===== src/rtl/port_led_ctrl.sv =====
module port_led_ctrl #(
  parameter int LAMP_TICKS    = 100,
  parameter int STRETCH_TICKS = 20,
  parameter int FLASH_TICKS   = 100
) (
  input  logic clk,
  input  logic rst_n,
  input  logic ms_tick,
  input  logic link_up,
  input  logic tx_act,
  input  logic rx_act,
  input  logic collision,
  input  logic full_duplex,
  input  logic jabber,
  output logic led_link_n,
  output logic led_act_n,
  output logic led_dupcol_n
);
  localparam int LW = $clog2(LAMP_TICKS + 1);
  localparam int SW = $clog2(STRETCH_TICKS + 1);
  localparam int FW = $clog2(FLASH_TICKS + 1);
  localparam logic [LW-1:0] LAMP_LAST = LW'(LAMP_TICKS - 1);
  localparam logic [SW-1:0] STR_LOAD  = SW'(STRETCH_TICKS);
  localparam logic [FW-1:0] FLASH_LAST = FW'(FLASH_TICKS - 1);

  logic          live_q, test_q, flash_on;
  logic [LW-1:0] test_cnt;
  logic [SW-1:0] act_cnt, col_cnt;
  logic [FW-1:0] flash_cnt;

  always_ff @(posedge clk or negedge rst_n) begin
    if (!rst_n) begin
      live_q   <= 1'b0;
      test_q   <= 1'b1;
      test_cnt <= '0;
    end else begin
      live_q <= 1'b1;
      if (test_q && ms_tick) begin
        if (test_cnt == LAMP_LAST) test_q <= 1'b0;
        else test_cnt <= test_cnt + 1'b1;
      end
    end
  end

  always_ff @(posedge clk or negedge rst_n) begin
    if (!rst_n) begin
      act_cnt <= '0;
      col_cnt <= '0;
    end else begin
      if (tx_act || rx_act)           act_cnt <= STR_LOAD;
      else if (ms_tick && act_cnt != 0) act_cnt <= act_cnt - 1'b1;
      if (collision)                  col_cnt <= STR_LOAD;
      else if (ms_tick && col_cnt != 0) col_cnt <= col_cnt - 1'b1;
    end
  end

  always_ff @(posedge clk or negedge rst_n) begin
    if (!rst_n) begin
      flash_cnt <= '0;
      flash_on  <= 1'b1;
    end else if (!jabber) begin
      flash_cnt <= '0;
      flash_on  <= 1'b1;
    end else if (ms_tick) begin
      if (flash_cnt == FLASH_LAST) begin
        flash_cnt <= '0;
        flash_on  <= ~flash_on;
      end else begin
        flash_cnt <= flash_cnt + 1'b1;
      end
    end
  end

  wire show_test = live_q && test_q;
  wire show_norm = live_q && !test_q;
  wire dupcol_on = full_duplex || col_cnt != 0 || (jabber && flash_on);

  assign led_link_n   = !(show_test || (show_norm && link_up));
  assign led_act_n    = !(show_test || (show_norm && act_cnt != 0));
  assign led_dupcol_n = !(show_test || (show_norm && dupcol_on));
endmodule


===== config.mk =====
export PLATFORM = sky130hd
export DESIGN_NAME = port_led_ctrl
export DESIGN_NICKNAME = d
export VERILOG_FILES = /design/src/rtl/port_led_ctrl.sv
export SDC_FILE = /design/constraint.sdc
export NUM_CORES = 1
export LEC_CHECK = 0
export ABC_AREA = 1
export BUFFER_PORTS_ARGS = -buffer_cell sky130_fd_sc_hd__buf_2
export CAP_MARGIN = 40
export CORE_MARGIN = 2
export CORE_UTILIZATION = 53
export DETAILED_ROUTE_END_ITERATION = 10
export GPL_TIMING_DRIVEN = 0
export MAX_ROUTING_LAYER = met4
export PLACE_DENSITY_LB_ADDON = 0.08
export SETUP_SLACK_MARGIN = 0.02
export SLEW_MARGIN = 20
export SYNTH_ARGS = -nofsm -noshare
export SYNTH_HDL_FRONTEND = slang
export SYNTH_SLANG_ARGS = --single-unit

===== constraint.sdc =====
create_clock -name clk -period 1.2 [get_ports clk]
set_input_delay 0.06 -clock clk [delete_from_list [all_inputs] [get_ports clk]]
set_output_delay 0.06 -clock clk [all_outputs]
set_load 0.01 [all_outputs]

==> impl_metrics.ini, run 1 <==
[cells_and_area]
fin_area_sq_um = 2080
final_cell_mix = 55 x nand2_1, 24 x dfrtp_1, 20 x inv_1
fillCellCount = 183
fin_cells = 277
utilization = 0.762
layout_commonest_cell = nand2_1
drive_gt1_frac = 0.374
syn2layout_area_growth_pct = 38.3
diodes = 0
nets = 260

[min_path]
min_to = test_q
min-delay-path-class = in -> reg
hp-start = ms_tick
hold_depth = 4

[logic_synthesis]
synth_compound_area_frac = 0.0324
synthSimpleGateAreaFrac = 0.371
syn_inst = 206
syn_nets = 219
synthMuxAreaShare = 0
synth_cell_types = 20
synth_xor_area_frac = 0.0290
synth_top_family_by_area = simple AND/OR/NAND/NOR gates
avgSynthCellArea_sq_um = 7.32
yosys_warnings = 0
synthAdderAreaFrac = 0.0332
synth_area_sq_um = 1510
synth-seq-cells = 27
ys_seq_area_frac = 0.450

[sta]
rsz0062_at_grt = yes
worst_pin_slew_ns = 0.609
fmax_mhz = 730
finalClockSkew_ns = 0.00665
finalCriticalPeriod_ns = 1.37
slew_violations = 0
period_share = 1.14
setup_viol = 8
setup_ws_ns = -0.170
hold_viol_final = 0
relSlewSlack = 0.594
holdWs_ns = 0.0508

[global_routing]
grt_pass1_wl_um = 5580
antenna_found_initial = 0
grt_usage = 0.222
grt_max_degree = 28
grt_pass1_vias = 1377
grt_overflow = 0

[pwr]
ir_worst_vdd_uv = 879
power_frac_seq = 0.561
comb_power_share = 0.213
switching_power_uw = 517
internal_power_uw = 1260
p_per_area_nw_per_um2 = 853
leakagePower_uw = 0.00104
pwr-share-clk = 0.225
switching_share = 0.291

[placed_design]
placement.io_buffers = 11
dpl_cell_area_sq_um = 1610
dp_slack_ns = -0.153
place.gp.congestion = 0.824
dp_hpwl_um = 2010
place_inst = 248

[run_status]
violations = negative setup slack
outcome = complete, but fails checks

[run]
drv_cap = 0

[critical_path]
start_kind = register
worst_r2r_startpoint = col_cnt[0]
r2r-end = col_cnt[1]
setup.worst_path.end_class = output port
timing.reg2reg.setup_slack_ns = -0.08
cp_num_buf_inv = 2
worstPathCellList = inv_2 > ha_4 > nand3_4 > o21ai_2 > buf_2
critical_path_class = reg -> out
worstPathRequired_ns = 1.14
crit_slowest_cell = dfrtp_1
crit_fanout = 2
max_stage_delay_ns = 0.42
ff2ff_path_depth = 8
critical-path-top-delay-family = flip-flops
cp_data_arrival_time_ns = 1.31

[floorplan]
die_h_um = 57.3
fp-row-count = 19
fp.dieW_um = 57.3
core-area_sq_um = 2730
initial_core_util = 0.551
ios = 12
dieArea_sq_um = 3290

[clocking]
htreeDepth = 1
root_buffer = clkbuf_4
clkSlewWorstSetupHoldPaths_ns = 0.15
cts_sinks = 27
insertion_delay_ns = 0.33
cts_buffers = 3
tritoncts = yes
clockBufferDepth = 2

[routing]
postRouteAntennaNets = 0
first_pass_iters = 4
drc = 0
drtIter0Drc = 105
drt_wl_total_um = 3500
via_per_inst = 5.23
wl_per_cell_um = 12.6
num_vias = 1449
[power groups by stage]
stage | Sequential (uW) | Combinational (uW) | Clock, uW
CTS | 990 | 335 | 408
global route | 1000 | 419 | 450
finish | 998 | 379 | 401
global placement | 999 | 209 | 0
detailed placement | 1000 | 221 | 0
floorplan | 994 | 151 | 0
[final cells by class]
cell class / count / area (sq um) / area share
repair buffers: 36 / 260 / 0.125
multi-input cells: 148 / 956 / 0.459
clock buffers: 4 / 26.3 / 0.0126
flip-flops and latches: 27 / 679 / 0.326
well taps: 31 / 38.8 / 0.0186
inverters: 30 / 113 / 0.0540
plain buffers: 1 / 11.3 / 0.00540
[routing by layer]
metal / wire length, um / global-route usage / up-vias / part of all wire
met2: 1860 / 0.391 / 21 / 0.53
met3: 80 / 0.0204 / 5 / 0.023
met4: 38 / 0.0864 / 0 / 0.011
li1: - / - / 727 / -
met1: 1520 / 0.261 / 696 / 0.43
met5: 0 / - / - / 0
[logic make-up (layout without fill, tap and decap cells)]
| kind of cell | Yosys count | count (layout) |
|---|---|---|
| flops | 27 | 27 |
| fa+ha+maj | 4 | 4 |
| buf+inv | 31 | 71 |
| xor+xnor | 5 | 5 |
| simple gates | 129 | 129 |
| other cells | 1 | 1 |
| compound gates | 9 | 9 |
[flip-flops by register name, summed over array words and instances, names as in the netlist]
register	flops
flash_cnt	7
flash_on	1
col_cnt	5
test_q	1
act_cnt	5
live_q	1
test_cnt	7
[synth_stat cells]
cell type | n | share of area
nand2_1 | 68 | 0.17
inv_1 | 29 | 0.072
dfrtp_1 | 25 | 0.41
nand3_1 | 25 | 0.083
nor2_1 | 22 | 0.055
nand4_1 | 6 | 0.025
o21ai_0 | 6 | 0.020
ha_1 | 4 | 0.033
nor3_1 | 3 | 0.010
xor2_1 | 3 | 0.017
dfstp_2 | 2 | 0.035
nand3_2 | 2 | 0.013
nor2_2 | 2 | 0.0083
o21ai_1 | 2 | 0.0066
xnor2_1 | 2 | 0.012
buf_6 | 1 | 0.0075
conb_1 | 1 | 0.0025
inv_2 | 1 | 0.0025
nand2_4 | 1 | 0.0075
o21ai_2 | 1 | 0.0058
[worst register-to-register path, delay by kind of cell, from the launching register on]
family	cells	cell delay [ns]
and+or+nand+nor	4	0.29
adders and majority gates	1	0.15
AOI/OAI and AO/OA	1	0.07
DFF	1	0.42
buffers and inverters	2	0.25
[how the worst max path moves through the flow]
| stage | startpoint | end | cells past startpoint |
|---|---|---|---|
| 6_report | col_cnt[0] | led_dupcol_n | 5 |
| 3_3_place_gp | act_cnt[0] | act_cnt[3] | 7 |
| 4_1_cts | col_cnt[1] | led_dupcol_n | 5 |
| 2_1_floorplan | act_cnt[0] | act_cnt[0] | 7 |
| 5_1_grt | col_cnt[0] | led_dupcol_n | 5 |
| 3_5_place_dp | col_cnt[0] | col_cnt[1] | 7 |
[per-stage QoR]
step | setup TNS [ns] | power, uW
6_report | -0.583 | 1780
5_1_grt | -1.57 | 1870
4_1_cts | -0.389 | 1730
3_5_place_dp | -1.26 | 1220
3_3_place_gp | -0.518 | 1210
2_1_floorplan | 0 | 1140
[timing repair]
| item | in CTS | in global routing |
|---|---|---|
| setup endpoints to repair | 25 | 27 |
| hold endpoints to repair | 27 | 0 |
| hold buffers | 4 | 0 |
| setup buffers | 14 | 9 |
| resized for setup | 28 | 42 |
| pin swaps | 8 | 23 |
Note: power is estimated with default switching activity, not from simulation.
==> run 2, diff against run 1 <==
--- a/config.mk
+++ b/config.mk
@@ -14,6 +14,7 @@
 export GPL_TIMING_DRIVEN = 0
 export MAX_ROUTING_LAYER = met4
 export PLACE_DENSITY_LB_ADDON = 0.08
+export REMOVE_ABC_BUFFERS = 1
 export SETUP_SLACK_MARGIN = 0.02
 export SLEW_MARGIN = 20
 export SYNTH_ARGS = -nofsm -noshare
==> constraint.sdc (replaced) <==
create_clock -name clk -period 1.25 [get_ports clk]
set_input_delay 0.0625 -clock clk [delete_from_list [all_inputs] [get_ports clk]]
set_output_delay 0.0625 -clock clk [all_outputs]
set_load 0.01 [all_outputs]
==> run 2 against run 1 <==
Effect of this change: the flow still finishes with violations (negative setup slack); critical path depth is 4 higher; clock-buffer cell count down 1; hold slack worse by 0.012 ns; final area fell by 1.5%; core utilization fell by 1.1 points; critical path type is now reg -> reg; largest cell class unchanged; largest power group unchanged.
==> impl_metrics.ini, run 2 (same netlist as run 1, synthesis figures left out) <==
[clocking]
clockBufferDepth = 2
htreeDepth = 1
tritoncts = yes
clkSlewWorstSetupHoldPaths_ns = 0.15
insertion_delay_ns = 0.33
cts_sinks = 27
cts_buffers = 3
root_buffer = clkbuf_4

[routing]
num_vias = 1437
postRouteAntennaNets = 0
drt_wl_total_um = 3360
first_pass_iters = 4
wl_per_cell_um = 12.2
drtIter0Drc = 73
via_per_inst = 5.23
drc = 0

[sta]
setup_viol = 9
fmax_mhz = 727
relSlewSlack = 0.594
finalClockSkew_ns = 0.00212
worst_pin_slew_ns = 0.607
finalCriticalPeriod_ns = 1.37
holdWs_ns = 0.0388
setup_ws_ns = -0.125
slew_violations = 0
fin_tns_setup_ns = -0.687
period_share = 1.10
rsz0062_at_grt = yes
hold_viol_final = 0

[pwr]
p_total_uw = 1720
leakagePower_uw = 0.00101
ir_worst_vdd_uv = 709
p_per_area_nw_per_um2 = 837

[critical_path]
cp_data_arrival_time_ns = 1.62
cp_num_buf_inv = 3
crit_fanout = 4
ff2ff_path_depth = 9
setup.worst_path.end_class = register
critical_path_class = reg -> reg
critical-path-top-delay-family = flip-flops
max_stage_delay_ns = 0.42
worst-path-stages = 9
crit_slowest_cell = dfrtp_1
worstPathRequired_ns = 1.49
start_kind = register
crit_path_frequent_cell = nand2_4
worstPathCellList = inv_2 > ha_4 > nand3_4 > buf_4 > buf_6 > nand2_4 > nand2_4 > nand2_2 > o21ai_2

[placed_design]
place.gp.congestion = 0.847
place_inst = 247
placement.io_buffers = 11
dp_hpwl_um = 1970

[global_routing]
grt_max_degree = 28
antenna_found_initial = 0
grt_pass1_wl_um = 5380
grt_overflow = 0
grt_pass1_vias = 1299
grt_usage = 0.214

[floorplan]
fp-row-count = 19
fp.dieW_um = 57.3
dieArea_sq_um = 3290
ios = 12
initial_core_util = 0.551
die_h_um = 57.3
core-area_sq_um = 2730

[cells_and_area]
fin_cells = 275
fillCellCount = 185
diodes = 0
nets = 258
biggestRegsByFlops = flash_cnt (7), test_cnt (7)
syn2layout_area_growth_pct = 36.2
layout_commonest_cell = nand2_1
final_cell_mix = 52 x nand2_1, 23 x dfrtp_1, 21 x inv_1
drive_gt1_frac = 0.369

[run_status]
outcome = complete, but fails checks
violations = negative setup slack

[min_path]
min-delay-path-class = in -> reg
hold_depth = 3

[run]
drv_cap = 0
run 2: cell count changes in the layout (fill, tap and decap cells not counted), moves of 2 or more:
| cell | before | now |
|---|---|---|
| nand3_1 | 15 | 19 |
| buf_4 | 19 | 15 |
| buf_6 | 3 | 5 |
| nand3_2 | 8 | 5 |
| nand2_2 | 7 | 11 |
| o21ai_1 | 4 | 2 |
| nand2_1 | 55 | 52 |
run 2: final cells by class:
| cell class | instances | area [sq um] | share of cell area |
|---|---|---|---|
| repair buffers | 35 | 264 | 0.129 |
| clock buffers | 3 | 22.5 | 0.0110 |
| multi-input cells | 148 | 930 | 0.453 |
| flip-flops and latches | 27 | 681 | 0.332 |
| clock inverters | 1 | 5.00 | 0.00244 |
| well taps | 31 | 38.8 | 0.0189 |
| inverters | 30 | 113 | 0.0548 |
run 2: final timing paths:
path                       startpoint      endpoint  slack (ns)
setup / recovery           act_cnt[0]    act_cnt[1]       -0.12
hold / removal                 jabber  flash_cnt[0]        0.04
setup reg to reg           act_cnt[0]    act_cnt[1]       -0.12
hold reg to reg              flash_on      flash_on        0.48
max in group asynchronous       rst_n   test_cnt[1]        0.56
min in group asynchronous       rst_n    col_cnt[1]        0.26
run 2: tightest hold or removal path: cells and delay by family:
| family | cells | cell delay (ns) |
|---|---|---|
| buffers and inverters | 1 | 0.13 |
| AND/OR/NAND/NOR | 1 | 0.09 |
| AO/OA/AOI/OAI | 1 | 0.07 |
run 2: stage by stage:
stage                     instance area, sq um   util  setup WS (ns)
after global routing                      2050  0.751         -0.186
after floorplan                           1500      -         0.0579
after global placement                    1590  0.582        -0.0414
after CTS                                 1820  0.666         -0.126
final                                     2050  0.751         -0.125
after detailed placement                  1590  0.582         -0.109
run 2: routing by layer:
| metal | track usage | vias up | part of all wire |
|---|---|---|---|
| met5 | - | - | 0 |
| met4 | 0.0399 | 0 | 0.012 |
| met3 | 0.0408 | 7 | 0.031 |
| met2 | 0.363 | 29 | 0.50 |
| met1 | 0.270 | 681 | 0.45 |
| li1 | - | 720 | - |
run 2: repair_timing:
item / 4_1_cts / 5_1_grt
setup buffers: 12 / 9
resized for setup: 24 / 46
hold buffers: 4 / 0
pin swaps: 5 / 18
hold endpoints to repair: 28 / 0
endpoints found under the setup margin: 21 / 25
run 2: where the power goes:
group | total (uW) | internal, uW | switching [uW]
registers | 956 | 917 | 39.8
clock network | 395 | 120 | 275
logic | 366 | 169 | 196
total | 1720 | 1210 | 511
==> run 3, diff against run 2 <==
--- a/config.mk
+++ b/config.mk
@@ -6,10 +6,11 @@
 export NUM_CORES = 1
 export LEC_CHECK = 0
 export ABC_AREA = 1
+export ABC_CLOCK_PERIOD_IN_PS = 1600
 export BUFFER_PORTS_ARGS = -buffer_cell sky130_fd_sc_hd__buf_2
 export CAP_MARGIN = 40
 export CORE_MARGIN = 2
-export CORE_UTILIZATION = 53
+export CORE_UTILIZATION = 62
 export DETAILED_ROUTE_END_ITERATION = 10
 export GPL_TIMING_DRIVEN = 0
 export MAX_ROUTING_LAYER = met4
==> constraint.sdc (replaced) <==
create_clock -name clk -period 1.6 [get_ports clk]
set_input_delay 0.08 -clock clk [delete_from_list [all_inputs] [get_ports clk]]
set_output_delay 0.08 -clock clk [all_outputs]
set_load 0.01 [all_outputs]
==> run 3 against run 2 <==
Effect of this change: the flow now finishes without violations; critical path depth is 4 lower; die area is 14% lower; via count is 9.2% lower; global-route usage is 2.4 points higher; sequential cell count stayed put; non-clock buffer count is 23 lower.
==> impl_metrics.ini, run 3 (same netlist as run 1, synthesis figures left out) <==
[run_status]
outcome = completed

[global_routing]
grt_max_degree = 28
grt_overflow = 0
antenna_found_initial = 0
grt_pass1_wl_um = 4750
grt_usage = 0.238
grt_pass1_vias = 1143

[cells_and_area]
nets = 235
layout_commonest_cell = nand2_1
multiInputGateArea_sq_um = 733
diodes = 0
biggestRegsByFlops = flash_cnt (7), test_cnt (7)
utilization = 0.732
final_cell_mix = 68 x nand2_1, 25 x inv_1, 25 x nand3_1, 25 x dfrtp_1, 21 x nor2_1
syn2layout_area_growth_pct = 9.46
regArea_sq_um = 678
fillCellCount = 165
drive_gt1_frac = 0.136

[floorplan]
core-area_sq_um = 2250
ios = 12
die_h_um = 53.3
fp-row-count = 17
dieArea_sq_um = 2840
initial_core_util = 0.669
fp.dieW_um = 53.3

[placed_design]
dp_hpwl_um = 2070
place.gp.congestion = 0.787
placement.io_buffers = 11

[critical_path]
critical_path_class = reg -> out
worstPathRequired_ns = 1.52
cp_data_arrival_time_ns = 1.40
setup.worst_path.end_class = output port
crit_fanout = 4
max_stage_delay_ns = 0.41
worstPathCellList = inv_2 > ha_4 > nand3_2 > o21ai_1 > buf_2
crit_start = col_cnt[0]
start_kind = register
crit_slowest_cell = dfrtp_1
worst_r2r_startpoint = test_cnt[0]

[clocking]
clkSlewWorstSetupHoldPaths_ns = 0.14
cts_sinks = 27
root_buffer = clkbuf_4
insertion_delay_ns = 0.32
clockBufferDepth = 2
cts_buffers = 3
tritoncts = yes
htreeDepth = 1

[routing]
via_per_inst = 5.24
postRouteAntennaNets = 0
first_pass_iters = 5
drc = 0
num_vias = 1305
wl_per_cell_um = 11.4
drtIter0Drc = 32
drt_wl_total_um = 2850

[sta]
period_share = 0.922
relSlewSlack = 0.605
fin_tns_setup_ns = 0
finalClockSkew_ns = 0.00241
setup_viol = 0
fmax_mhz = 678
worst_pin_slew_ns = 0.592
holdWs_ns = 0.0156
finalCriticalPeriod_ns = 1.48
hold_viol_final = 0
rsz0062_at_grt = no
slew_violations = 0

[run]
drv_cap = 0

[pwr]
p_total_uw = 1220
p_per_area_nw_per_um2 = 737
ir_worst_vdd_uv = 567
leakagePower_uw = 0.000882

[min_path]
hp-start = tx_act
min-delay-path-class = in -> reg
-- run 3: cell types whose count changed in the layout (fill, tap and decap cells not counted), sizes merged --
cell / before / now
clkinv: 1 / 0
clkbuf: 3 / 4
buf: 31 / 11
dlygate4sd3: 4 / 1
-- run 3: report_power, final --
| group | switching [uW] | internal (uW) |
|---|---|---|
| Combinational | 113 | 71.6 |
| Sequential | 25.9 | 716 |
| Clock | 192 | 97.7 |
-- run 3: final timing paths --
| check | endpoint | slack [ns] | depth (start not counted) |
|---|---|---|---|
| max in group asynchronous | flash_cnt[0] | 0.94 | 2 |
| hold reg to reg | flash_on | 0.47 | 2 |
| setup reg to reg | test_cnt[3] | 0.29 | 5 |
| hold / removal | act_cnt[1] | 0.02 | 4 |
| setup / recovery | led_dupcol_n | 0.12 | 5 |
| min in group asynchronous | col_cnt[1] | 0.27 | 2 |
-- run 3: layout make-up --
cell class / count / area share
Clock buffer: 4 / 0.0159
Multi-Input combinational cell: 148 / 0.444
Tap cell: 28 / 0.0212
Inverter: 30 / 0.0682
Timing Repair Buffer: 12 / 0.0394
Sequential cell: 27 / 0.411
-- run 3: repair_timing --
item	4_1_cts	5_1_grt
setup buffers	0	0
endpoints found under the hold margin	25	0
hold buffers	1	0
endpoints found under the setup margin	2	2
resized for setup	4	7
-- run 3: routing by layer --
layer  wire (um)  GRT usage
met1        1350      0.290
met2        1370      0.405
met3          76     0.0254
met5           0          -
met4          48     0.0897
-- run 3: stage by stage --
step           worst slack, ns  instance area (sq um)  cells
3_3_place_gp             0.313                   1590    244
6_report                 0.125                   1650    249
5_1_grt                 0.0468                   1650    249
3_5_place_dp             0.231                   1590    244
2_1_floorplan            0.408                   1500    205
4_1_cts                 0.0134                   1650    249
-- run 3: critical path: cells and delay by family, from the launching register on --
family | cells | cell delay [ns]
buf+inv | 2 | 0.25
simple gates | 1 | 0.11
flops | 1 | 0.41
fa+ha+maj | 1 | 0.17
compound gates | 1 | 0.13
